===== src/rtl/dlc_pkg.sv =====
package dlc_pkg;

    typedef enum logic [1:0] {
        LN_INV = 2'd0,
        LN_SHD = 2'd1,
        LN_EXC = 2'd2
    } line_st_e;

    typedef enum logic [1:0] {
        HM_INVAL     = 2'd0,
        HM_FETCH     = 2'd1,
        HM_FETCH_INV = 2'd2,
        HM_REPLY     = 2'd3
    } home_msg_e;

    typedef enum logic [1:0] {
        RQ_RD_MISS = 2'd0,
        RQ_WR_MISS = 2'd1,
        RQ_WRBACK  = 2'd2
    } req_msg_e;

    typedef enum logic [2:0] {
        ACT_NONE,
        ACT_INVAL,
        ACT_FETCH,
        ACT_FETCH_INV,
        ACT_FILL
    } home_act_e;

    typedef enum logic {
        CT_IDLE,
        CT_WAIT
    } ctl_e;

endpackage


===== src/rtl/dlc_home_dec.sv =====
module dlc_home_dec
    import dlc_pkg::*;
#(
    parameter int BLK_AW = 8
) (
    input  logic              msg_valid,
    input  home_msg_e         msg_kind,
    input  logic [BLK_AW-1:0] msg_addr,
    input  logic [BLK_AW-1:0] line_tag,
    input  line_st_e          line_st,
    input  logic              pending,
    output home_act_e         act
);
    logic match;

    always_comb begin
        match = (msg_addr == line_tag);
        act   = ACT_NONE;
        if (msg_valid && match) begin
            case (msg_kind)
                HM_INVAL:     if (line_st == LN_SHD) act = ACT_INVAL;
                HM_FETCH:     if (line_st == LN_EXC) act = ACT_FETCH;
                HM_FETCH_INV: if (line_st == LN_EXC) act = ACT_FETCH_INV;
                HM_REPLY:     if (pending)           act = ACT_FILL;
                default:      act = ACT_NONE;
            endcase
        end
    end
endmodule


===== src/rtl/dlc_line_store.sv =====
module dlc_line_store #(
    parameter int WORDS  = 4,
    parameter int WORD_W = 16,
    localparam int OFF_W = $clog2(WORDS),
    localparam int BLK_W = WORDS * WORD_W
) (
    input  logic              clk,
    input  logic              rst,
    input  logic              fill_en,
    input  logic [BLK_W-1:0]  fill_data,
    input  logic              wr_en,
    input  logic [OFF_W-1:0]  wr_off,
    input  logic [WORD_W-1:0] wr_word,
    output logic [BLK_W-1:0]  blk
);
    for (genvar i = 0; i < WORDS; i++) begin : g_word
        logic [WORD_W-1:0] word_q;

        always_ff @(posedge clk) begin
            if (rst) begin
                word_q <= '0;
            end else if (wr_en && (wr_off == OFF_W'(i))) begin
                word_q <= wr_word;
            end else if (fill_en) begin
                word_q <= fill_data[i*WORD_W +: WORD_W];
            end
        end

        assign blk[i*WORD_W +: WORD_W] = word_q;
    end
endmodule


===== src/rtl/dir_line_ctrl.sv =====
module dir_line_ctrl
    import dlc_pkg::*;
#(
    parameter int NODE_W  = 3,
    parameter int NODE_ID = 5,
    parameter int BLK_AW  = 6,
    parameter int WORDS   = 4,
    parameter int WORD_W  = 16
) (
    input  logic                             clk,
    input  logic                             rst,
    input  logic                             cpu_req,
    input  logic                             cpu_we,
    input  logic [BLK_AW+$clog2(WORDS)-1:0]  cpu_addr,
    input  logic [WORD_W-1:0]                cpu_wdata,
    output logic                             cpu_done,
    output logic [WORD_W-1:0]                cpu_rdata,
    input  logic                             in_valid,
    input  logic [1:0]                       in_kind,
    input  logic [BLK_AW-1:0]                in_addr,
    input  logic [WORDS*WORD_W-1:0]          in_data,
    output logic                             out_valid,
    output logic [1:0]                       out_kind,
    output logic [NODE_W-1:0]                out_node,
    output logic [BLK_AW-1:0]                out_addr,
    output logic [WORDS*WORD_W-1:0]          out_data,
    output logic [1:0]                       line_state
);
    localparam int OFF_W = $clog2(WORDS);
    localparam int BLK_W = WORDS * WORD_W;
    localparam int AW    = BLK_AW + OFF_W;

    ctl_e               ctl_q;
    line_st_e           st_q;
    logic [BLK_AW-1:0]  tag_q;
    logic               pend_we_q;
    logic [OFF_W-1:0]   pend_off_q;
    logic [WORD_W-1:0]  pend_wd_q;
    logic               done_q;
    logic [WORD_W-1:0]  rdata_q;
    logic               ov_q;
    req_msg_e           ok_q;
    logic [BLK_AW-1:0]  oa_q;
    logic [BLK_W-1:0]   od_q;

    home_act_e          act;
    logic [BLK_W-1:0]   blk_q;
    logic [BLK_AW-1:0]  cpu_blk;
    logic [OFF_W-1:0]   cpu_off;
    logic               hit;
    logic               cpu_take;
    logic               fill_en;
    logic               wr_en;
    logic [OFF_W-1:0]   wr_off;
    logic [WORD_W-1:0]  wr_word;

    dlc_home_dec #(.BLK_AW(BLK_AW)) u_dec (
        .msg_valid (in_valid),
        .msg_kind  (home_msg_e'(in_kind)),
        .msg_addr  (in_addr),
        .line_tag  (tag_q),
        .line_st   (st_q),
        .pending   (ctl_q == CT_WAIT),
        .act       (act)
    );

    dlc_line_store #(.WORDS(WORDS), .WORD_W(WORD_W)) u_store (
        .clk       (clk),
        .rst       (rst),
        .fill_en   (fill_en),
        .fill_data (in_data),
        .wr_en     (wr_en),
        .wr_off    (wr_off),
        .wr_word   (wr_word),
        .blk       (blk_q)
    );

    // home messages take precedence; a completed request is not retaken
    always_comb begin
        cpu_blk  = cpu_addr[AW-1:OFF_W];
        cpu_off  = cpu_addr[OFF_W-1:0];
        hit      = (st_q != LN_INV) && (tag_q == cpu_blk);
        cpu_take = cpu_req && !done_q && (ctl_q == CT_IDLE) && !in_valid;
        fill_en  = (act == ACT_FILL);
        wr_en    = (fill_en && pend_we_q) ||
                   (cpu_take && cpu_we && hit && (st_q == LN_EXC));
        wr_off   = fill_en ? pend_off_q : cpu_off;
        wr_word  = fill_en ? pend_wd_q  : cpu_wdata;
    end

    always_ff @(posedge clk) begin
        if (rst) begin
            ctl_q      <= CT_IDLE;
            st_q       <= LN_INV;
            tag_q      <= '0;
            pend_we_q  <= 1'b0;
            pend_off_q <= '0;
            pend_wd_q  <= '0;
            done_q     <= 1'b0;
            rdata_q    <= '0;
            ov_q       <= 1'b0;
            ok_q       <= RQ_RD_MISS;
            oa_q       <= '0;
            od_q       <= '0;
        end else begin
            ov_q   <= 1'b0;
            done_q <= 1'b0;
            case (act)
                ACT_INVAL: st_q <= LN_INV;
                ACT_FETCH, ACT_FETCH_INV: begin
                    ov_q <= 1'b1;
                    ok_q <= RQ_WRBACK;
                    oa_q <= tag_q;
                    od_q <= blk_q;
                    st_q <= (act == ACT_FETCH) ? LN_SHD : LN_INV;
                end
                ACT_FILL: begin
                    ctl_q   <= CT_IDLE;
                    st_q    <= pend_we_q ? LN_EXC : LN_SHD;
                    done_q  <= 1'b1;
                    rdata_q <= pend_we_q ? pend_wd_q
                                         : in_data[pend_off_q*WORD_W +: WORD_W];
                end
                default: begin
                    if (cpu_take) begin
                        if (hit && (!cpu_we || st_q == LN_EXC)) begin
                            done_q  <= 1'b1;
                            rdata_q <= cpu_we ? cpu_wdata
                                              : blk_q[cpu_off*WORD_W +: WORD_W];
                        end else if (st_q == LN_EXC) begin
                            // conflicting block: write the owned copy back first
                            ov_q <= 1'b1;
                            ok_q <= RQ_WRBACK;
                            oa_q <= tag_q;
                            od_q <= blk_q;
                            st_q <= LN_INV;
                        end else begin
                            ov_q       <= 1'b1;
                            ok_q       <= cpu_we ? RQ_WR_MISS : RQ_RD_MISS;
                            oa_q       <= cpu_blk;
                            od_q       <= '0;
                            tag_q      <= cpu_blk;
                            st_q       <= LN_INV;
                            ctl_q      <= CT_WAIT;
                            pend_we_q  <= cpu_we;
                            pend_off_q <= cpu_off;
                            pend_wd_q  <= cpu_wdata;
                        end
                    end
                end
            endcase
        end
    end

    assign cpu_done   = done_q;
    assign cpu_rdata  = rdata_q;
    assign out_valid  = ov_q;
    assign out_kind   = ok_q;
    assign out_node   = NODE_W'(NODE_ID);
    assign out_addr   = oa_q;
    assign out_data   = od_q;
    assign line_state = st_q;


    wait_block_chk: assert property (@(posedge clk) disable iff (rst)
        (ctl_q == CT_WAIT && act != ACT_FILL) |=> !cpu_done);


    miss_wait_chk: assert property (@(posedge clk) disable iff (rst)
        (out_valid && out_kind != RQ_WRBACK) |-> (ctl_q == CT_WAIT));


    evict_order_chk: assert property (@(posedge clk) disable iff (rst)
        (out_valid && out_kind != RQ_WRBACK) |-> ($past(st_q) != LN_EXC));


    inval_quiet_chk: assert property (@(posedge clk) disable iff (rst)
        (act == ACT_INVAL) |=> (!out_valid && line_state == LN_INV));


    fetch_wb_chk: assert property (@(posedge clk) disable iff (rst)
        (act == ACT_FETCH) |=> (out_valid && out_kind == RQ_WRBACK &&
                                out_addr == $past(in_addr) && line_state == LN_SHD));


    fetch_inv_chk: assert property (@(posedge clk) disable iff (rst)
        (act == ACT_FETCH_INV) |=> (out_valid && out_kind == RQ_WRBACK &&
                                    line_state == LN_INV));


    wr_fill_chk: assert property (@(posedge clk) disable iff (rst)
        (act == ACT_FILL && pend_we_q) |=> (cpu_done && line_state == LN_EXC));
endmodule


===== config.mk =====
export PLATFORM = sky130hd
export DESIGN_NAME = dir_line_ctrl
export DESIGN_NICKNAME = d
export VERILOG_FILES = /design/src/rtl/dlc_pkg.sv /design/src/rtl/dlc_home_dec.sv /design/src/rtl/dlc_line_store.sv /design/src/rtl/dir_line_ctrl.sv
export SDC_FILE = /design/constraint.sdc
export NUM_CORES = 1
export LEC_CHECK = 0
export BUFFER_PORTS_ARGS = -buffer_cell sky130_fd_sc_hd__buf_4
export CORE_MARGIN = 2
export CORE_UTILIZATION = 25
export CTS_CLUSTER_SIZE = 14
export DETAILED_ROUTE_END_ITERATION = 10
export GPL_TIMING_DRIVEN = 0
export HOLD_SLACK_MARGIN = 0.05
export PLACE_DENSITY = 0.53
export SLEW_MARGIN = 10
export SYNTH_ARGS = -nofsm -noshare
export SYNTH_HDL_FRONTEND = slang
export SYNTH_HIERARCHICAL = 1
export SYNTH_SLANG_ARGS = --single-unit

===== constraint.sdc =====
create_clock -name clk -period 9.91 [get_ports clk]
set_clock_uncertainty 0.2 [all_clocks]
set_input_delay 0.4955 -clock clk [delete_from_list [all_inputs] [get_ports clk]]
set_output_delay 0.4955 -clock clk [all_outputs]
set_load 0.02 [all_outputs]

**Word-level counts from Yosys, hierarchy flattened**

Index checks and enable logic that the tools add are counted.
W data, S select, Z words.

- Reductions and logical operators: 40
- Muxes and demuxes: 49
- Bitwise logic cells: 6
- Equality and inequality tests: 18
- Shifts and indexed selects: 2

Operator list:

| kind | number |
|---|---|
| $mux W16 | 13 |
| $mux W64 | 3 |
| $pmux W64 S2 | 1 |
| $shiftx A64 B7 Y16 | 2 |
| $pmux W16 S2 | 1 |
| $mux W2 | 9 |
| $mux W6 | 3 |
| $reduce_bool A2 Y1 | 8 |
| $logic_and A1 B1 Y1 | 14 |
| $eq A6 B6 Y1 | 2 |
| $pmux W3 S4 | 1 |
| $pmux W6 S2 | 1 |
| $eq A2 B2 Y1 const B | 5 |
| $mux W1 | 10 |
| $reduce_and A3 Y1 | 3 |
| $reduce_and A4 Y1 | 2 |
| $eq A2 B1 Y1 const B | 3 |
| $eq A3 B2 Y1 const B | 2 |
| $mux W3 | 2 |
| $not A1 Y1 | 6 |
| $pmux W1 S2 | 3 |
| $pmux W2 S3 | 1 |
| $logic_not A2 Y1 | 2 |
| $ne A2 B2 Y1 const B | 2 |
| other kinds (12) | 16 |

- Word-level logic and storage cells: 131
- Register bits: 182
- Bits of input ports: 101

**Depth between registers and ports, before layout**

- Depth after elaboration: 10
- Gate-level depth with buffers: 15
- Mapped depth without buffers: 10

**Hierarchy**

Netlist, hierarchy kept.

By module, submodules not included:

| module | cells an instance | seq. area each (um^2) | area an instance (um^2) | instances |
|---|---|---|---|---|
| dir_line_ctrl | 730 | 2362.3 | 6311.1 | 1 |
| dlc_line_store | 260 | 1281.2 | 2895.3 | 1 |
| dlc_home_dec | 16 | 0.0 | 131.4 | 1 |

**Worst setup path after synthesis**

No wires, ideal clock.

- Path type: input to register
- From: input port in_addr[0]
- To: register u_store.g_word[0].word_q[10]
- Data arrival time: 3.235 ns
- Stages on the path: 15
- Required time: 9.624 ns
- Slack: 6.388 ns
- Cell sequence: xnor2_1 > nand4_1 > nor4_2 > nor2_1 > nand2_1 > clkbuf_1 > inv_1 > clkbuf_1 > nand2_1 > nand2_1 > buf_2 > or3b_1 > buf_2 > buf_6 > a221oi_2

- Word-level cells in the longest chain between the ends: 8
- Elaborated cells between the ends (all ways): 12

RTL lines:

| element | RTL line | RTL |
|---|---|---|
| from (decl) | dir_line_ctrl.sv:20 | `input logic [BLK_AW-1:0] in_addr,` |
| $eq A6 B6 Y1 * | dlc_home_dec.sv:17 | `match = (msg_addr == line_tag);` |
| $logic_and A1 B1 Y1 * | dlc_home_dec.sv:19 | `if (msg_valid && match) begin` |
| $mux W3 * | dlc_home_dec.sv:19 |  |
| named net act[1] | dir_line_ctrl.sv:46 | `home_act_e act;` |
| $eq A3 B3 Y1 * | dir_line_ctrl.sv:84 | `fill_en = (act == ACT_FILL);` |
| $mux W2 * | dir_line_ctrl.sv:87 | `wr_off = fill_en ? pend_off_q : cpu_off;` |
| named net wr_off[0] | dir_line_ctrl.sv:54 | `logic [OFF_W-1:0] wr_off;` |
| $logic_not A2 Y1 * | dlc_line_store.sv:22 | `end else if (wr_en && (wr_off == OFF_W'(i))) begin` |
| $logic_and A1 B1 Y1 * | dlc_line_store.sv:22 |  |
| $mux W16 / $reduce_bool A2 Y1 (equally long branches) | -- |  |
| to (signal assigned) | dlc_line_store.sv:23 | `word_q <= wr_word;` |
| to (signal assigned) | dlc_line_store.sv:25 | `word_q <= fill_data[i*WORD_W +: WORD_W];` |
| to (decl) | dlc_line_store.sv:17 | `logic [WORD_W-1:0] word_q;` |

Mark *: on every way through the listed nets, which the timed path passes. The rest lies on a longest branch.
A chain may end at the register's enable or synchronous reset.

**Worst setup path after layout**

- From: register tag_q[5]
- To: register u_store.g_word[3].word_q[11]

- Word-level cells in the longest chain between the ends: 8
- Elaborated cells between the ends (all ways): 16

RTL lines:

| element | RTL line | RTL |
|---|---|---|
| from (decl) | dir_line_ctrl.sv:35 | `logic [BLK_AW-1:0] tag_q;` |
| from (signal assigned) | dir_line_ctrl.sv:142 | `tag_q <= cpu_blk;` |
| $eq A6 B6 Y1 * | dlc_home_dec.sv:17 |  |
| $logic_and A1 B1 Y1 * | dlc_home_dec.sv:19 |  |
| $mux W3 * | dlc_home_dec.sv:19 |  |
| named net act[1] | dir_line_ctrl.sv:46 |  |
| $eq A3 B3 Y1 * | dir_line_ctrl.sv:84 |  |
| $mux W2 * | dir_line_ctrl.sv:87 |  |
| named net wr_off[1] | dir_line_ctrl.sv:54 |  |
| $eq A2 B2 Y1 * | dlc_line_store.sv:22 |  |
| $logic_and A1 B1 Y1 * | dlc_line_store.sv:22 |  |
| $mux W16 / $reduce_bool A2 Y1 (equally long branches) | -- |  |
| to (signal assigned) | dlc_line_store.sv:23 |  |
| to (signal assigned) | dlc_line_store.sv:25 |  |
| to (decl) | dlc_line_store.sv:17 |  |

Marked as above.

==> flow_metrics.py <==
metrics = {
    "outcome": {
        "status": "completed",
    },
    "cts": {
        "clockBufferDepth": 2,
        "tritoncts": "done",
        "root_buffer": "clkbuf_16",
        "cts.sinks": 182,
        "post_cts_buffers": 0,
        "cts.hold.buffers_added": 0,
        "ctsResizeCount": 0,
        "tritoncts.num_buffers": 17,
        "clock_latency_ps": 440,
        "htreeDepth": 4,
        "path_clk_slew_ps": 80,
    },
    "die": {
        "die-area_um2": 38910,
        "start_util": 0.2544,
        "die_height_um": 197.3,
        "ios": 196,
        "core_area_um2": 36700,
        "die_x_um": 197.3,
        "rows": 70,
    },
    "logic_synthesis": {
        "synth_async_sr_flop_share": 0,
        "yosys-top-cells-area": "dfxtp_1 (39%), mux2i_1 (9.2%), mux4_2 (7.7%)",
        "ys_seq_area_frac": 0.3902,
        "netlist_instances": 1006,
        "syn-cell-area_um2": 9338,
        "yosysWarnings": 6,
        "yosys-top-cells-count": "dfxtp_1 (182), nand2_1 (126), a21oi_1 (92), mux2i_1 (86), nand4_1 (66)",
        "netlist.area_leader.share": 0.3902,
        "yosysMostFrequentCell": "dfxtp_1",
        "postSynthAreaPerCell_um2": 9.282,
        "synth-edff-count": 0,
        "synth-seq-cells": 182,
        "synth_flop_cell": "dfxtp_1",
        "yosys.area.top_type": "dfxtp_1",
        "yosys.cell_types.count": 50,
    },
    "global_route": {
        "grt_pass1_vias": 8652,
        "track_usage": 0.2057,
        "grt-ovfl-total": 0,
        "grt_pass1_wl_mm": 58.75,
        "antenna_found_initial": 6,
        "grt_max_degree": 19,
    },
    "pwr": {
        "ir_drop_uv": 103.3,
        "leakage_nw": 4.442,
        "powerDensity_nw_per_um2": 140.8,
    },
    "routing": {
        "vias": 9198,
        "dr_wl_met3_mm": 3.578,
        "wire_per_inst_um": 24.15,
        "drt_iter0_markers": 994,
        "top_layer_used": "met5",
        "drc": 0,
        "drt_wl_total_mm": 41.01,
        "via_per_inst": 5.417,
        "first_pass_iters": 5,
        "dr_wl_met2_mm": 18.58,
        "route.antenna.remaining_nets": 0,
        "met1_length_mm": 17.95,
    },
    "placement": {
        "portBuffers": 188,
        "place.gp.congestion": 0.9060,
        "place_ws_ps": 5170,
        "dp_hpwl_mm": 31.60,
    },
    "timing": {
        "min_period_ps": 4681,
        "hold_viol": 0,
        "setup_violations": 0,
        "hold_slack_ps": 129.7,
        "rsz0062_at_grt": "no",
        "fin_tns_setup_ps": 0,
        "fin_crit_sh": 0.4724,
        "maxSlewViolCount": 0,
        "max-slew-margin-rel": 0.4568,
        "setup_slack_ps": 5229,
        "tightest_slew_ps": 814.8,
        "max_freq_mhz": 213.6,
    },
    "worst_hold_path": {
        "hold_path.class": "in -> reg",
    },
    "run": {
        "drv_cap": 0,
    },
    "finish": {
        "drive_above_1_share": 0.2641,
        "final_nets": 1315,
        "nFillCells": 3828,
        "syn_to_final_growth_pct": 28.49,
    },
    "critical_path": {
        "crit_type": "reg -> reg",
        "critPathArrivalTime_ps": 4740,
        "end_kind": "register",
        "crit_fanout": 10,
        "required_ps": 9970,
        "critPathLaunchType": "register",
    },
}
sequential cells by signal, indices dropped and copies added (netlist names):
signal,count
ctl_q,1
out_addr,6
pend_off_q,2
u_store/g_word.word_q,64
out_valid,1
out_data,64
cpu_rdata,16
tag_q,6
pend_we_q,1
pend_wd_q,16
cpu_done,1
line_state,2
out_kind,2
layout by cell type, fill, tap and decap left out, types with 3 or more instances in the layout:
| cell | count |
|---|---|
| clkbuf_16 | 17 |
| bufinv_16 | 3 |
| a21oi_1 | 92 |
| nand2_1 | 126 |
| nor3_1 | 4 |
| nor2b_1 | 17 |
| nand4_1 | 66 |
| clkbuf_2 | 3 |
| a41o_1 | 16 |
| xnor2_1 | 11 |
| a211oi_1 | 6 |
| conb_1 | 3 |
| o21ai_0 | 26 |
| mux2i_1 | 86 |
| dfxtp_1 | 182 |
| o21ai_1 | 44 |
| buf_2 | 29 |
| diode_2 | 3 |
| nand3_1 | 27 |
| buf_4 | 204 |
| clkbuf_1 | 59 |
| a221o_1 | 16 |
| a221oi_1 | 54 |
| o211ai_1 | 3 |
| nand2b_1 | 22 |
| buf_1 | 5 |
| inv_1 | 4 |
| nor2_1 | 19 |
| a221oi_2 | 10 |
| mux4_2 | 32 |
| inv_8 | 5 |
path summary, 6_finish.rpt:
kind                                    from  depth (start not counted)  slack, ps                            to
worst max-delay path                tag_q[5]                         13       5230  u_store/g_word[3].word_q[11]
worst min-delay path            cpu_wdata[1]                          3        130                  pend_wd_q[1]
worst max register to register      tag_q[5]                         13       5230  u_store/g_word[3].word_q[11]
worst min register to register  out_data[32]                          2        250                  out_data[32]
area by class of cell:
class	count	area [µm²]	area share
antenna	3	7.507	0.0006257
sequential	182	3643	0.3037
multi-input combinational	706	5136	0.4281
tap	468	585.6	0.04881
clock inverter	14	212.7	0.01773
inverter	5	18.77	0.001564
buffer	114	543.0	0.04526
timing repair buffer	188	1411	0.1176
clock buffer	18	439.2	0.03660
metrics by stage:
step / util / total power (W) / std cells / cell area, µm²
2_1_floorplan: - / 0.0008545 / 1007 / 9341
3_3_place_gp: 0.3090 / 0.0009404 / 1663 / 11340
3_5_place_dp: 0.3090 / 0.0009421 / 1663 / 11340
4_1_cts: 0.3267 / 0.001696 / 1695 / 11990
5_1_grt: 0.3269 / 0.001737 / 1698 / 12000
6_report: 0.3269 / 0.001689 / 1698 / 12000
critical path, stage by stage (launching register included):
cell	delay, ps
dfxtp_1	480
xnor2_1	160
nand3_1	170
nor4_2	720
nor2_1	210
nand2_1	170
clkbuf_1	410
clkbuf_1	480
nand2_1	140
nand2_1	210
and2_1	160
clkbuf_1	190
clkbuf_1	580
a221oi_1	210
metal layers:
metal | vias up | global-route usage
met4 | 4 | 0.06433
met2 | 479 | 0.3198
met5 | - | 0
li1 | 4225 | -
met1 | 4445 | 0.2806
met3 | 45 | 0.04951
kinds of logic (layout without fill, tap and decap cells):
family / count (synthesis) / in the layout / share of synthesized area
buffers and inverters: 119 / 339 / 0.06016
flip-flops: 182 / 182 / 0.3902
AO/OA/AOI/OAI: 275 / 275 / 0.2046
XOR/XNOR: 12 / 12 / 0.01126
multiplexers: 119 / 119 / 0.1706
AND/OR/NAND/NOR: 297 / 297 / 0.1624
other: 2 / 6 / 0.0008043
where the power goes:
group          leakage, nW  internal (W)  switching (W)
Sequential            1.47      0.000738     0.00000695
Combinational         2.66     0.0000723       0.000111
Clock                0.316      0.000419       0.000342
(Power assumes the default switching activity.)
